**src/rtl/uart_tx_pkg.sv**
```systemverilog
package uart_tx_pkg;
  localparam logic LINE_IDLE = 1'b1;
  localparam logic START_LVL = 1'b0;
  localparam logic STOP_LVL  = 1'b1;
endpackage

```
**src/rtl/uart_tx_rst_sync.sv**
```systemverilog
module uart_tx_rst_sync (
  input  logic clk_i,
  input  logic rst_ni,
  output logic rst_sync_no
);
  logic [1:0] sync_q;

  always_ff @(posedge clk_i or negedge rst_ni) begin
    if (!rst_ni) sync_q <= 2'b00;
    else         sync_q <= {sync_q[0], 1'b1};
  end

  assign rst_sync_no = sync_q[1];
endmodule

```
**src/rtl/uart_tx_hold.sv**
```systemverilog
module uart_tx_hold #(
  parameter int unsigned DATA_W = 8
) (
  input  logic              clk_i,
  input  logic              rst_ni,
  input  logic              wr_valid_i,
  input  logic [DATA_W-1:0] wr_data_i,
  input  logic              tx_en_i,
  input  logic              take_i,
  output logic              ready_o,
  output logic [DATA_W-1:0] data_o
);
  logic              ready_q, ready_d;
  logic [DATA_W-1:0] hold_q, hold_d;
  logic              accept;

  assign accept = wr_valid_i & ready_q & tx_en_i;

  always_comb begin
    ready_d = ready_q;
    hold_d  = hold_q;
    if (accept) begin
      hold_d  = wr_data_i;
      ready_d = 1'b0;
    end else if (take_i) begin
      ready_d = 1'b1;
    end
  end

  always_ff @(posedge clk_i or negedge rst_ni) begin
    if (!rst_ni) begin
      ready_q <= 1'b1;
      hold_q  <= '0;
    end else begin
      ready_q <= ready_d;
      hold_q  <= hold_d;
    end
  end

  assign ready_o = ready_q;
  assign data_o  = hold_q;
endmodule

```
**src/rtl/uart_tx_shift.sv**
```systemverilog
module uart_tx_shift
  import uart_tx_pkg::*;
#(
  parameter int unsigned DATA_W = 8
) (
  input  logic              clk_i,
  input  logic              rst_ni,
  input  logic              tick_i,
  input  logic              held_valid_i,
  input  logic [DATA_W-1:0] held_data_i,
  output logic              take_o,
  output logic              busy_o,
  output logic              txd_o
);
  localparam int unsigned FRAME_W = DATA_W + 2;
  localparam int unsigned CNT_W   = $clog2(FRAME_W);
  localparam logic [CNT_W-1:0] LAST_IDX = CNT_W'(FRAME_W - 1);

  logic [FRAME_W-1:0] shreg_q, shreg_d;
  logic [CNT_W-1:0]   cnt_q, cnt_d;
  logic               busy_q, busy_d;
  logic               last_bit;
  logic               take;

  assign last_bit = busy_q && (cnt_q == LAST_IDX);
  assign take     = tick_i && held_valid_i && (!busy_q || last_bit);

  always_comb begin
    shreg_d = shreg_q;
    cnt_d   = cnt_q;
    busy_d  = busy_q;
    if (take) begin
      shreg_d = {STOP_LVL, held_data_i, START_LVL};
      cnt_d   = '0;
      busy_d  = 1'b1;
    end else if (tick_i && busy_q) begin
      if (last_bit) begin
        shreg_d = {FRAME_W{LINE_IDLE}};
        cnt_d   = '0;
        busy_d  = 1'b0;
      end else begin
        shreg_d = {LINE_IDLE, shreg_q[FRAME_W-1:1]};
        cnt_d   = cnt_q + 1'b1;
      end
    end
  end

  always_ff @(posedge clk_i or negedge rst_ni) begin
    if (!rst_ni) begin
      shreg_q <= {FRAME_W{LINE_IDLE}};
      cnt_q   <= '0;
      busy_q  <= 1'b0;
    end else begin
      shreg_q <= shreg_d;
      cnt_q   <= cnt_d;
      busy_q  <= busy_d;
    end
  end

  assign take_o = take;
  assign busy_o = busy_q;
  assign txd_o  = shreg_q[0];
endmodule

```
**src/rtl/uart_tx_dbuf.sv**
```systemverilog
module uart_tx_dbuf #(
  parameter int unsigned DATA_W = 8
) (
  input  logic              clk_i,
  input  logic              rst_ni,
  input  logic              tx_en_i,
  input  logic              baud_tick_i,
  input  logic              wr_valid_i,
  input  logic [DATA_W-1:0] wr_data_i,
  output logic              tx_ready_o,
  output logic              tx_empty_o,
  output logic              txd_o
);
  logic              rst_sync_n;
  logic              ready;
  logic              take;
  logic              busy;
  logic [DATA_W-1:0] held;

  uart_tx_rst_sync u_rst (
    .clk_i       (clk_i),
    .rst_ni      (rst_ni),
    .rst_sync_no (rst_sync_n)
  );

  uart_tx_hold #(.DATA_W(DATA_W)) u_hold (
    .clk_i      (clk_i),
    .rst_ni     (rst_sync_n),
    .wr_valid_i (wr_valid_i),
    .wr_data_i  (wr_data_i),
    .tx_en_i    (tx_en_i),
    .take_i     (take),
    .ready_o    (ready),
    .data_o     (held)
  );

  uart_tx_shift #(.DATA_W(DATA_W)) u_shift (
    .clk_i        (clk_i),
    .rst_ni       (rst_sync_n),
    .tick_i       (baud_tick_i),
    .held_valid_i (~ready),
    .held_data_i  (held),
    .take_o       (take),
    .busy_o       (busy),
    .txd_o        (txd_o)
  );

  assign tx_ready_o = ready;
  assign tx_empty_o = ready & ~busy;
endmodule

```
**config.mk**
```make
export PLATFORM = sky130hd
export DESIGN_NAME = uart_tx_dbuf
export DESIGN_NICKNAME = d
export VERILOG_FILES = /design/src/rtl/uart_tx_pkg.sv /design/src/rtl/uart_tx_rst_sync.sv /design/src/rtl/uart_tx_hold.sv /design/src/rtl/uart_tx_shift.sv /design/src/rtl/uart_tx_dbuf.sv
export SDC_FILE = /design/constraint.sdc
export NUM_CORES = 1
export LEC_CHECK = 0
export ABC_AREA = 0
export BUFFER_PORTS_ARGS = -buffer_cell sky130_fd_sc_hd__buf_2
export CAP_MARGIN = 40
export CELL_PAD_IN_SITES_DETAIL_PLACEMENT = 1
export CELL_PAD_IN_SITES_GLOBAL_PLACEMENT = 2
export CORE_MARGIN = 4
export CORE_UTILIZATION = 30
export CTS_CLUSTER_DIAMETER = 150
export DETAILED_ROUTE_END_ITERATION = 10
export PLACE_DENSITY = 0.65
export REMOVE_ABC_BUFFERS = 1
export SYNTH_ARGS = -nofsm -noshare
export SYNTH_HDL_FRONTEND = slang
export SYNTH_SLANG_ARGS = --single-unit
```
**constraint.sdc**
```tcl
create_clock -name clk_i -period 0.8 [get_ports clk_i]
set_input_delay 0.08 -clock clk_i [delete_from_list [all_inputs] [get_ports clk_i]]
set_output_delay 0.08 -clock clk_i [all_outputs]
set_load 0.005 [all_outputs]
```
==> flow_summary.json <==
{
  "fin_util_pct": 46.76,
  "critPathBufInv": 1,
  "ctsRootBufferMaster": "clkbuf_8",
  "power.total_uw": 5645,
  "placed_area_sq_um": 1454,
  "crit_required_ns": 1.01,
  "dp.cells": 164,
  "violations": "negative setup slack",
  "critPathLaunchType": "register",
  "antenna_found_initial": 0,
  "fmax_mhz": 766.0,
  "postSynthCellCount": 89,
  "ys_warn_count": 0,
  "numCtsBuffers": 3,
  "fp.dieH_microns": 71.05,
  "busiest_layer": "met2",
  "ant_nets": 0,
  "final-hold-violation-count": 0,
  "clkLatencyLatePin_ns": 0.27,
  "finalCritPeriodShare_pct": 163.2,
  "remaining_drc_errors": 0,
  "p_per_area_nw_per_um2": 3225,
  "die_x_microns": 71.05,
  "gp_congestion": 0.7500,
  "path_max_fanout": 6,
  "final_cells": 181,
  "rows": 22,
  "clockBufferDepth": 2,
  "io_buffers": 15,
  "die_area_sq_um": 5047,
  "p_leak_uw": 0.0007884,
  "design_area_sq_um": 1750,
  "fin_skew_ns": 0.002876,
  "drt_iter0_markers": 38,
  "avgRoutedWirePerCell_microns": 17.16,
  "met2_usage_pct": 22.86,
  "overflow": 0,
  "clock_sinks": 25,
  "crit_chain": "inv_2, ha_4, nand3b_4, a211o_1, o221a_1",
  "drive_above_1_share_pct": 63.16,
  "start_util_pct": 31.85,
  "grtUsageMet3_pct": 1.705,
  "maxSlewViolCount": 0,
  "rsz0062_at_grt": "yes",
  "grt_max_degree": 24,
  "postSynthAreaPerCell_sq_um": 13.40,
  "cts.htree.levels": 1,
  "use_met1_pct": 15.73,
  "cp_slowest_cell": "dfrtp_1",
  "max-cap-violations": 0,
  "cts_tree": "done",
  "firstDrtPassIters": 4,
  "wirelength_microns": 3106,
  "async_flop_share_pct": 100.0,
  "max_stage_delay_ns": 0.42,
  "synthFlopType": "dfrtp_1",
  "filler_cell_count": 409,
  "critical_path_class": "register to register",
  "ys_seq_area_share_pct": 53.52,
  "grt_pass1_vias": 1003,
  "status": "finished with violations",
  "finalSetupViolCount": 26,
  "setup_slack_ns": -0.5054,
  "synthesis.area_sq_um": 1192,
  "num-nets-final": 149,
  "synth_cell_type_count": 31,
  "ys_ff_latch": 25,
  "place_ws_ns": -0.5681,
  "syn2layout_area_growth_pct": 46.80,
  "vias_per_cell": 5.066,
  "cp-end-kind": "register",
  "vias": 917,
  "arrival_ns": 1.51,
  "diodes": 0,
  "track_usage_pct": 12.80,
  "finalCriticalPeriod_ns": 1.305,
  "place_hpwl_microns": 1885,
  "coreArea_sq_um": 3744,
  "cts.clk_slew.worst_paths_ns": 0.09,
  "ios": 16,
  "hold_class": "input pin to register",
  "synth_edf_count": 0,
  "cp_top_family": "flip-flops",
  "final_cell_mix": "14 x buf_2, 14 x buf_4, 14 x dfrtp_1, 10 x dfstp_2",
  "grt_pass1_wl_microns": 5099,
  "peakVddDrop_mv": 1.306
}
## worst paths after layout
check,startpoint,end,slack (ns),depth (start not counted)
worst max-delay path,u_shift.cnt_q[1],u_shift.shreg_q[7],-0.51,5
max in group asynchronous,u_rst.sync_q[1],u_hold.ready_o,0.37,1
worst max register to register,u_shift.cnt_q[1],u_shift.shreg_q[7],-0.51,5
min in group asynchronous,rst_ni,u_rst.sync_q[0],0.12,2
worst min-delay path,wr_data_i[5],u_hold.data_o[5],0.03,2
worst min register to register,u_rst.sync_q[1],u_shift.cnt_q[3],0.21,1
## per-stage QoR
step,setup TNS [ns],hold slack [ns]
detailed placement,-12.15,-0.1342
global route,-12.51,0.02764
global placement,-11.39,-0.1355
finish,-11.14,0.03122
CTS,-10.91,0.02835
floorplan,-9.327,-0.2156
## cell families (layout without fill, tap and decap cells)
| family | after synthesis | count (layout) | share of synthesized area [%] |
|---|---|---|---|
| AND/OR/NAND/NOR | 16 | 19 | 10.49 |
| flip-flops | 25 | 25 | 53.52 |
| other | 1 | 1 | 0.3145 |
| multiplexers | 10 | 10 | 9.234 |
| AO/OA/AOI/OAI | 26 | 26 | 19.10 |
| adder cells (fa/ha/maj) | 2 | 2 | 2.098 |
| buffers and inverters | 9 | 50 | 5.247 |
## report_power, final
part	internal, uW	switching, uW	total (uW)	leakage (uW)
clock	349	410	759	0.0000255
sequential	1910	428	2340	0.000277
combinational	1530	1010	2540	0.000486
## Yosys cell counts (all sizes together), types with 2 or more instances
library cell | count | area share [%]
o221a | 7 | 6.6
nand2b | 2 | 1.7
o22ai | 2 | 1.0
nand3 | 2 | 1.7
a211o | 8 | 5.9
dfrtp | 15 | 31
and3b | 2 | 1.5
mux2i | 2 | 1.7
inv | 5 | 1.6
a21oi | 2 | 0.84
dfstp | 10 | 22
mux2 | 8 | 7.6
nand2 | 5 | 1.6
buf | 3 | 2.5
ha | 2 | 2.1
## final cells by class
| class | count | area [sq um] | share of cell area [%] |
|---|---|---|---|
| inverters | 5 | 18.77 | 1.072 |
| clock buffers | 3 | 41.29 | 2.359 |
| multi-input cells | 58 | 621.8 | 35.53 |
| well taps | 48 | 60.06 | 3.431 |
| repair buffers | 41 | 364.1 | 20.80 |
| clock inverters | 1 | 5.005 | 0.2859 |
| flip-flops and latches | 25 | 639.4 | 36.53 |
## layer usage
layer,vias up,part of all wire [%]
met2,10,52
li1,435,-
met4,0,1.1
met1,469,45
met3,3,2.0
met5,-,0
## flip-flops by register name (all words and copies together) (netlist names)
register / count
u_hold.ready_o: 1
u_shift.shreg_q: 9
u_rst.sync_q: 2
u_shift.cnt_q: 4
u_hold.data_o: 8
u_shift.busy_o: 1
## repair_timing
item | CTS | global route
endpoints found under the hold margin | 2 | 0
pin swaps | 9 | 9
cloned | 3 | 0
setup endpoints to repair | 26 | 26
hold buffers | 1 | 0
setup buffers | 7 | 2
resized for setup | 21 | 8
(Power assumes the default switching activity.)
